`config.mk`:
```
export PLATFORM = sky130hd
export DESIGN_NAME = host_irq_ctrl
export DESIGN_NICKNAME = d
export VERILOG_FILES = /design/src/rtl/host_irq_pkg.sv /design/src/rtl/host_irq_decode.sv /design/src/rtl/host_irq_mask.sv /design/src/rtl/host_irq_status.sv /design/src/rtl/host_irq_ctrl.sv
export SDC_FILE = /design/constraint.sdc
export NUM_CORES = 1
export LEC_CHECK = 0
export ABC_AREA = 1
export BUFFER_PORTS_ARGS = -buffer_cell sky130_fd_sc_hd__clkbuf_2
export CORE_MARGIN = 5
export CORE_UTILIZATION = 50
export CTS_BUF_LIST = sky130_fd_sc_hd__clkbuf_4 sky130_fd_sc_hd__clkbuf_8
export CTS_CLUSTER_DIAMETER = 200
export DETAILED_ROUTE_END_ITERATION = 16
export MAX_ROUTING_LAYER = met4
export PLACE_DENSITY = 0.92
export SLEW_MARGIN = 20
export SYNTH_ARGS = -nofsm -noshare
export SYNTH_HDL_FRONTEND = slang
export SYNTH_SLANG_ARGS = --single-unit
```
`constraint.sdc`:
```
create_clock -name clk_i -period 3.4 [get_ports clk_i]
set_input_delay 1.02 -clock clk_i [delete_from_list [all_inputs] [get_ports clk_i]]
set_output_delay 1.02 -clock clk_i [all_outputs]
set_load 0.05 [all_outputs]
```
`src/rtl/host_irq_pkg.sv`:
```
package host_irq_pkg;
  localparam int unsigned REG_ADDR_W = 3;

  typedef enum logic [REG_ADDR_W-1:0] {
    RA_MASK      = 3'd0,
    RA_MASK_SET  = 3'd1,
    RA_MASK_CLR  = 3'd2,
    RA_STAT_KEEP = 3'd3,
    RA_STAT_POP  = 3'd4,
    RA_ACK       = 3'd5
  } reg_addr_e;

  // device source positions
  localparam int unsigned SRC_RX_BUF_A  = 0;
  localparam int unsigned SRC_TX_DATA   = 1;
  localparam int unsigned SRC_TX_XFER   = 2;
  localparam int unsigned SRC_RX_BUF_B  = 3;
  localparam int unsigned SRC_RX_XFER   = 4;
  localparam int unsigned SRC_MBOX_0    = 5;
  localparam int unsigned SRC_MBOX_1    = 6;
  localparam int unsigned SRC_WAKE      = 7;
  localparam int unsigned SRC_TRACE_0   = 8;
  localparam int unsigned SRC_TRACE_1   = 9;
  localparam int unsigned SRC_CMD_DONE  = 10;
  localparam int unsigned SRC_INIT_DONE = 14;
endpackage

```
`src/rtl/host_irq_decode.sv`:
```
module host_irq_decode
  import host_irq_pkg::*;
#(
  parameter int unsigned NUM_SRC = 16,
  parameter int unsigned DATA_W  = 32
) (
  input  logic                  clk_i,
  input  logic                  rst_ni,
  input  logic                  req_i,
  input  logic                  we_i,
  input  logic [REG_ADDR_W-1:0] addr_i,
  input  logic [DATA_W-1:0]     wdata_i,
  input  logic [NUM_SRC-1:0]    mask_i,
  input  logic [NUM_SRC-1:0]    status_i,
  output logic                  mask_wr_o,
  output logic [NUM_SRC-1:0]    mask_wdata_o,
  output logic [NUM_SRC-1:0]    mask_set_o,
  output logic [NUM_SRC-1:0]    mask_clr_o,
  output logic [NUM_SRC-1:0]    ack_o,
  output logic                  pop_o,
  output logic [DATA_W-1:0]     rdata_o
);
  logic                  wr, rd;
  logic [NUM_SRC-1:0]    wbits;
  logic [DATA_W-1:0]     rdata_d;

  assign wr    = req_i & we_i;
  assign rd    = req_i & ~we_i;
  assign wbits = wdata_i[NUM_SRC-1:0];

  generate
    if (DATA_W > NUM_SRC) begin : g_hi
      logic unused_hi;
      assign unused_hi = ^wdata_i[DATA_W-1:NUM_SRC];
    end
  endgenerate

  assign mask_wr_o    = wr && (addr_i == RA_MASK);
  assign mask_wdata_o = wbits;
  assign mask_set_o   = (wr && (addr_i == RA_MASK_SET)) ? wbits : '0;
  assign mask_clr_o   = (wr && (addr_i == RA_MASK_CLR)) ? wbits : '0;
  assign ack_o        = (wr && (addr_i == RA_ACK)) ? wbits : '0;
  assign pop_o        = rd && (addr_i == RA_STAT_POP);

  always_comb begin
    rdata_d = '0;
    if (rd) begin
      case (addr_i)
        RA_MASK:                  rdata_d[NUM_SRC-1:0] = mask_i;
        RA_STAT_KEEP, RA_STAT_POP: rdata_d[NUM_SRC-1:0] = status_i;
        default:                  rdata_d = '0;
      endcase
    end
  end

  always_ff @(posedge clk_i or negedge rst_ni) begin
    if (!rst_ni) rdata_o <= '0;
    else         rdata_o <= rdata_d;
  end
endmodule

```
`src/rtl/host_irq_mask.sv`:
```
module host_irq_mask #(
  parameter int unsigned       NUM_SRC = 16,
  parameter logic [NUM_SRC-1:0] RST_VAL = NUM_SRC'(1)
) (
  input  logic               clk_i,
  input  logic               rst_ni,
  input  logic               wr_i,
  input  logic [NUM_SRC-1:0] wdata_i,
  input  logic [NUM_SRC-1:0] set_i,
  input  logic [NUM_SRC-1:0] clr_i,
  output logic [NUM_SRC-1:0] mask_o
);
  logic [NUM_SRC-1:0] mask_d;

  // set wins over clear if both ever arrive together
  always_comb begin
    if (wr_i) mask_d = wdata_i;
    else      mask_d = (mask_o | set_i) & ~(clr_i & ~set_i);
  end

  always_ff @(posedge clk_i or negedge rst_ni) begin
    if (!rst_ni) mask_o <= RST_VAL;
    else         mask_o <= mask_d;
  end
endmodule

```
`src/rtl/host_irq_status.sv`:
```
module host_irq_status #(
  parameter int unsigned NUM_SRC = 16
) (
  input  logic               clk_i,
  input  logic               rst_ni,
  input  logic [NUM_SRC-1:0] src_i,
  input  logic [NUM_SRC-1:0] ack_i,
  input  logic               pop_i,
  output logic [NUM_SRC-1:0] status_o
);
  generate
    for (genvar i = 0; i < NUM_SRC; i++) begin : g_bit
      // new event beats any clear in the same cycle
      always_ff @(posedge clk_i or negedge rst_ni) begin
        if (!rst_ni) status_o[i] <= 1'b0;
        else         status_o[i] <= src_i[i] | (status_o[i] & ~ack_i[i] & ~pop_i);
      end
    end
  endgenerate
endmodule

```
`src/rtl/host_irq_ctrl.sv`:
```
module host_irq_ctrl
  import host_irq_pkg::*;
#(
  parameter int unsigned        NUM_SRC  = 16,
  parameter int unsigned        DATA_W   = 32,
  parameter logic [NUM_SRC-1:0] MASK_RST = NUM_SRC'(1)
) (
  input  logic                  clk_i,
  input  logic                  rst_ni,
  input  logic [NUM_SRC-1:0]    src_i,
  input  logic                  req_i,
  input  logic                  we_i,
  input  logic [REG_ADDR_W-1:0] addr_i,
  input  logic [DATA_W-1:0]     wdata_i,
  output logic [DATA_W-1:0]     rdata_o,
  output logic                  irq_o
);
  logic [NUM_SRC-1:0] mask_q, status_q;
  logic [NUM_SRC-1:0] mask_wdata, mask_set, mask_clr, ack;
  logic               mask_wr, pop;

  host_irq_decode #(.NUM_SRC(NUM_SRC), .DATA_W(DATA_W)) u_decode (
    .clk_i, .rst_ni, .req_i, .we_i, .addr_i, .wdata_i,
    .mask_i(mask_q), .status_i(status_q),
    .mask_wr_o(mask_wr), .mask_wdata_o(mask_wdata),
    .mask_set_o(mask_set), .mask_clr_o(mask_clr),
    .ack_o(ack), .pop_o(pop), .rdata_o
  );

  host_irq_mask #(.NUM_SRC(NUM_SRC), .RST_VAL(MASK_RST)) u_mask (
    .clk_i, .rst_ni, .wr_i(mask_wr), .wdata_i(mask_wdata),
    .set_i(mask_set), .clr_i(mask_clr), .mask_o(mask_q)
  );

  host_irq_status #(.NUM_SRC(NUM_SRC)) u_status (
    .clk_i, .rst_ni, .src_i, .ack_i(ack), .pop_i(pop), .status_o(status_q)
  );

  assign irq_o = |(status_q & ~mask_q);
endmodule

```
# ---- After elaboration in Yosys (flattened, before gate mapping)
# Index checks and enable logic that the tools add are counted.
dict set report totals {
  reg_bits 64
  in_bits 55
  out_inout_bits 33
  elab_cells 112
}
dict set report classes {
  n_eq_ne 5
  n_mux 6
  bitwise 75
  n_reduce_logical 8
}
# op n
set ops {}
lappend ops {{$mux 16} 5}
lappend ops {{$and 16x16->16} 3}
lappend ops {{$not 16->16} 3}
lappend ops {{$and 1x1->1} 34}
lappend ops {{$pmux 16 s2} 1}
lappend ops {{$not 1->1} 18}
lappend ops {{$or 1x1->1} 16}
lappend ops {{$or 16x16->16} 1}
lappend ops {{$reduce_or 16->1} 1}
lappend ops {{$eq 3x2->1 const B} 2}
lappend ops {{$eq 3x3->1 const B} 2}
lappend ops {{$logic_and 1x1->1} 5}
lappend ops {{$eq 3x1->1 const B} 1}
lappend ops {{$logic_not 3->1} 1}
lappend ops {{$reduce_or 2->1} 1}

# ---- Depth between registers and ports, before layout
dict set report depth {
  depth_word 8
  ltp_mapped 7
  mapped_depth_nobuf 7
}

# ---- Cells and area by module
# From an unflattened synthesis, not the netlist that was laid out.
dict set report unflattened {
  hier_cells 419
  hier_area_um2 3090.5
}
# module instances cells_each area_each_um2 seq_area_each_um2
set modules_own_cells {}
lappend modules_own_cells {host_irq_decode 1 186 1370.1 400.4}
lappend modules_own_cells {host_irq_mask 1 100 847.1 401.6}
lappend modules_own_cells {host_irq_status 1 82 679.4 400.4}
lappend modules_own_cells {host_irq_ctrl 1 51 193.9 0.0}

# ---- Worst setup path after synthesis
# OpenSTA, ideal clock, no wires.
dict set report synth_timing {
  path_kind {flip-flop to output port}
  start {register u_mask.mask_o[0]}
  end {output port irq_o}
  t_arrival_ps 1091
  t_required_ps 2380
  setup_slack_ps 1289
  path_stages_with_launch 8
  path_buffers 0
  path_cell_list {dfstp_2 -> inv_1 -> nand2_1 -> nand2_1 -> inv_1 -> nand2_1 -> nor2_1 -> nand2_1}
}
dict set report synth_via {
  elab_chain_cells 3
}
# element line
set synth_rtl {}
lappend synth_rtl {{start, declared} host_irq_mask.sv:11} ;# output logic [NUM_SRC-1:0] mask_o
lappend synth_rtl {{start signal, assigned} host_irq_mask.sv:23} ;# else mask_o <= mask_d;
lappend synth_rtl {{$not 16->16} host_irq_ctrl.sv:39} ;# assign irq_o = |(status_q & ~mask_q);
lappend synth_rtl {{$and 16x16->16} host_irq_ctrl.sv:39}
lappend synth_rtl {{$reduce_or 16->1} host_irq_ctrl.sv:39}
lappend synth_rtl {{end, declared} host_irq_ctrl.sv:16} ;# output logic irq_o
# No other way between the ends.

# ---- Worst setup path in the final report
# Ends and elaborated chain as after synthesis.

==> summary.md <==
| Metric | Value |
|---|---|
| Outcome | `finished clean` |
| Max-slew violation total from the final report | `0` |
| Internal power | `0.906 mW` |
| Post-detailed-routing wire length | `6.38 mm` |
| Setup TNS | `0 ns` |
| Most used standard cell by instance count after synthesis | `sky130_fd_sc_hd__nand2_1` |
| CTS buffer count | `5` |
| Routed WL per cell | `14.4 µm` |
| Worst Path Class, Setup | `reg -> out` |
| Horizontal die dimension | `80.9 µm` |
| Count of inserted antenna diode cells | `0` |
| Global-route wire length before repair | `10.6 mm` |
| Overflow left after global routing | `0` |
| Netlist area before placement | `2510 µm²` |
| Total I/O pin count | `88` |
| Worst clock skew | `0.00512 ns` |
| Net Sw Frac | `0.325` |
| EDFF count, synth | `0` |
| Predominant post-synthesis flop cell | `sky130_fd_sc_hd__dfrtp_1` |
| Total of warnings raised by yosys | `0` |
| Highest Clock Rate | `0.387 GHz` |
| P&R area growth vs syn | `13.1%` |
| Sequential share of power | `0.500` |
| Count of final hold-check violations | `0` |
| CP startpoint kind | `register` |
| Power density over the cells | `472 nW/µm²` |
| RSZ-0062 raised after global routing | `false` |
| TritonCTS clock tree | `built` |
| Share of total power in the clock network | `0.285` |
| Area leader, netlist | `sky130_fd_sc_hd__dfrtp_1` |
| Vertical die dimension | `80.9 µm` |
| Non-filler cells, final | `443` |
| Top area cells in the synthesized netlist | `sky130_fd_sc_hd__dfrtp_1 47%, sky130_fd_sc_hd__nand3_1 16%, sky130_fd_sc_hd__nand2_1 14%` |
| Initial standard-cell utilization of the core | `0.525` |
| Least setup slack across all paths after layout | `0.814 ns` |
| Post-Layout Inst Area | `2840 µm²` |
| Synthesized flop and latch total | `48` |
| Transition time of the tightest slew-check pin | `0.750 ns` |
| Post-Route Utilization | `0.594` |
| Clock Sinks | `48` |
| DR iter-0 viols | `328` |
| Sw Pwr | `0.436 mW` |
| Number of search-and-repair iterations in the first detailed-routing pass | `5` |
| Standard cell core area | `4790 µm²` |
| Placed Area | `2740 µm²` |
| Final Hold Slack | `0.503 ns` |
| Post-synthesis area per instance | `7.75 µm²` |
| Final weighted congestion in routability-driven placement | `0.826` |
| Post-Synth Simple-Gate Area | `0.344` |
| Critical Path Sink Type | `primary output` |
| Adder-cell share of the synthesized area | `0` |
| Hold buffer count at CTS | `0` |
| Data arrival time of the critical path | `1.57 ns` |
| Post-synthesis sequential area ratio | `0.479` |
| Type of the tightest min-delay check | `reg -> reg` |
| Layout net count | `430` |
| Total die area | `6540 µm²` |
| Reported leakage power | `1.59 nW` |
| CP required | `2.38 ns` |
| Filler cell count in the final layout | `427` |
| DP HPWL | `4.17 mm` |
| Post-CTS setup-driven buffer insertion count | `0` |
| Combinational cell fraction of total power | `0.215` |
| Placement row count | `25` |
| Via count of the first global-routing pass | `2328` |
| Antenna viol nets, final | `0` |
| Combinational family with the most area after synthesis | `simple AND/OR/NAND/NOR gates` |
| Final setup violating endpoints | `0` |
| Gr usage total | `0.218` |
| Count of H-tree levels built during CTS | `2` |
| Fraction of synthesized area in multiplexers | `0` |
| Rel. slew slack | `0.500` |
| Commonest cells in the netlist | `95 x sky130_fd_sc_hd__nand2_1, 79 x sky130_fd_sc_hd__nand3_1, 47 x sky130_fd_sc_hd__dfrtp_1, 42 x sky130_fd_sc_hd__inv_1, 18 x sky130_fd_sc_hd__buf_4` |
| Number of cells in the design after placement | `435` |
| Count of cell types in the netlist | `20` |
| Bufs on Longest Clock Path | `2` |
| Final period util | `0.761` |
| Worst setup slack after placement | `1.04 ns` |
| Fraction of layout cells with a size suffix above 1 | `0.202` |
| Area share of xor/xnor cells in the synthesized design | `0` |
| Count of mapped cells out of synthesis | `324` |
| Final critical path time including I/O delays and setup | `2.59 ns` |
| Via count normalized by instance count | `5.29` |
| Area fraction of the dominant cell type after synthesis | `0.468` |
| Post-detailed-route DRC marker count | `0` |
| IO Port Bufs | `55` |
| Clock transition at the register clock pins on the worst setup and hold paths after CTS | `0.09 ns` |
| Initial antenna violation count | `0` |
| Largest fanout of any net on the critical path | `3` |
| Overall power after layout | `1.34 mW` |
| Latest clock arrival within the worst-skew pair | `0.30 ns` |
| Root buffer cell | `sky130_fd_sc_hd__clkbuf_8` |
| Post-synthesis compound-gate area fraction | `0.0319` |
| Post-cts repair resize count | `0` |
| Largest net degree at the start of global routing | `49` |
| Peak ir drop on the vdd network | `292 µV` |
| # Max-Cap Violations | `0` |
| Async SR Flop Fraction | `1.00` |
| Vias after detailed routing | `2345` |
## cells in the final DEF (no fill, tap or decap), types with 2 or more instances in the layout
cell                       instances
sky130_fd_sc_hd__nand2_1          95
sky130_fd_sc_hd__a21oi_1          16
sky130_fd_sc_hd__inv_2             2
sky130_fd_sc_hd__dfrtp_1          47
sky130_fd_sc_hd__inv_1            42
sky130_fd_sc_hd__nand3_2           2
sky130_fd_sc_hd__clkbuf_2         55
sky130_fd_sc_hd__clkbuf_8          7
sky130_fd_sc_hd__conb_1           16
sky130_fd_sc_hd__nand3_1          79
sky130_fd_sc_hd__nor2_1            4
sky130_fd_sc_hd__nor2_2            3
## sequential cells by signal, summed over array words and instances (netlist names)
name               count
u_status.status_o     16
u_mask.mask_o         16
u_decode.rdata_o      16
## metal layers
metal	share of wire	routed length (µm)	track usage
met5	0	0	-
met4	0.027	175	0.105
met3	0.11	688	0.0333
met2	0.48	3050	0.338
met1	0.39	2470	0.280
## area by class of cell
class	count	area, µm²	area share
Inverter	44	165	0.0581
Clock buffer	8	104	0.0365
Multi-Input combinational cell	220	1000	0.353
Timing Repair Buffer	56	283	0.0995
Sequential cell	48	1200	0.423
Tap cell	67	83.8	0.0295
## cells by family after synthesis
group,Yosys count
AO/OA/AOI/OAI,16
buffers and inverters,71
flip-flops,48
other,1
AND/OR/NAND/NOR,188
## worst max-delay path, cell delays in order, from the launching register on
cell,delay [ns]
sky130_fd_sc_hd__dfstp_2,0.55
sky130_fd_sc_hd__inv_1,0.04
sky130_fd_sc_hd__nand2_1,0.05
sky130_fd_sc_hd__nand2_1,0.05
sky130_fd_sc_hd__inv_1,0.04
sky130_fd_sc_hd__nand2_1,0.04
sky130_fd_sc_hd__nor2_1,0.13
sky130_fd_sc_hd__nand2_1,0.11
sky130_fd_sc_hd__clkbuf_2,0.25
## worst paths after layout
kind | from | end | slack (ns) | depth (start not counted)
min reg2reg | u_mask.mask_o[0]$_DFF_PN1_ | u_mask.mask_o[0]$_DFF_PN1_ | 0.50 | 2
max in group asynchronous | rst_ni | u_mask.mask_o[14]$_DFF_PN0_ | 2.19 | 2
min in group asynchronous | rst_ni | u_mask.mask_o[2]$_DFF_PN0_ | 0.79 | 2
max | u_mask.mask_o[0]$_DFF_PN1_ | irq_o | 0.81 | 8
min | u_mask.mask_o[0]$_DFF_PN1_ | u_mask.mask_o[0]$_DFF_PN1_ | 0.50 | 2
max reg2reg | u_mask.mask_o[0]$_DFF_PN1_ | u_decode.rdata_o[0]$_DFF_PN0_ | 2.57 | 2
## power by group through the flow
| stage | clock, mW | combinational [mW] | sequential, mW |
|---|---|---|---|
| detailed placement | 0 | 0.283 | 0.682 |
| CTS | 0.385 | 0.285 | 0.671 |
| floorplan | 0 | 0.191 | 0.702 |
| global placement | 0 | 0.272 | 0.678 |
| finish | 0.383 | 0.288 | 0.672 |
| global route | 0.409 | 0.321 | 0.680 |
Note: power is estimated with default switching activity, not from simulation.
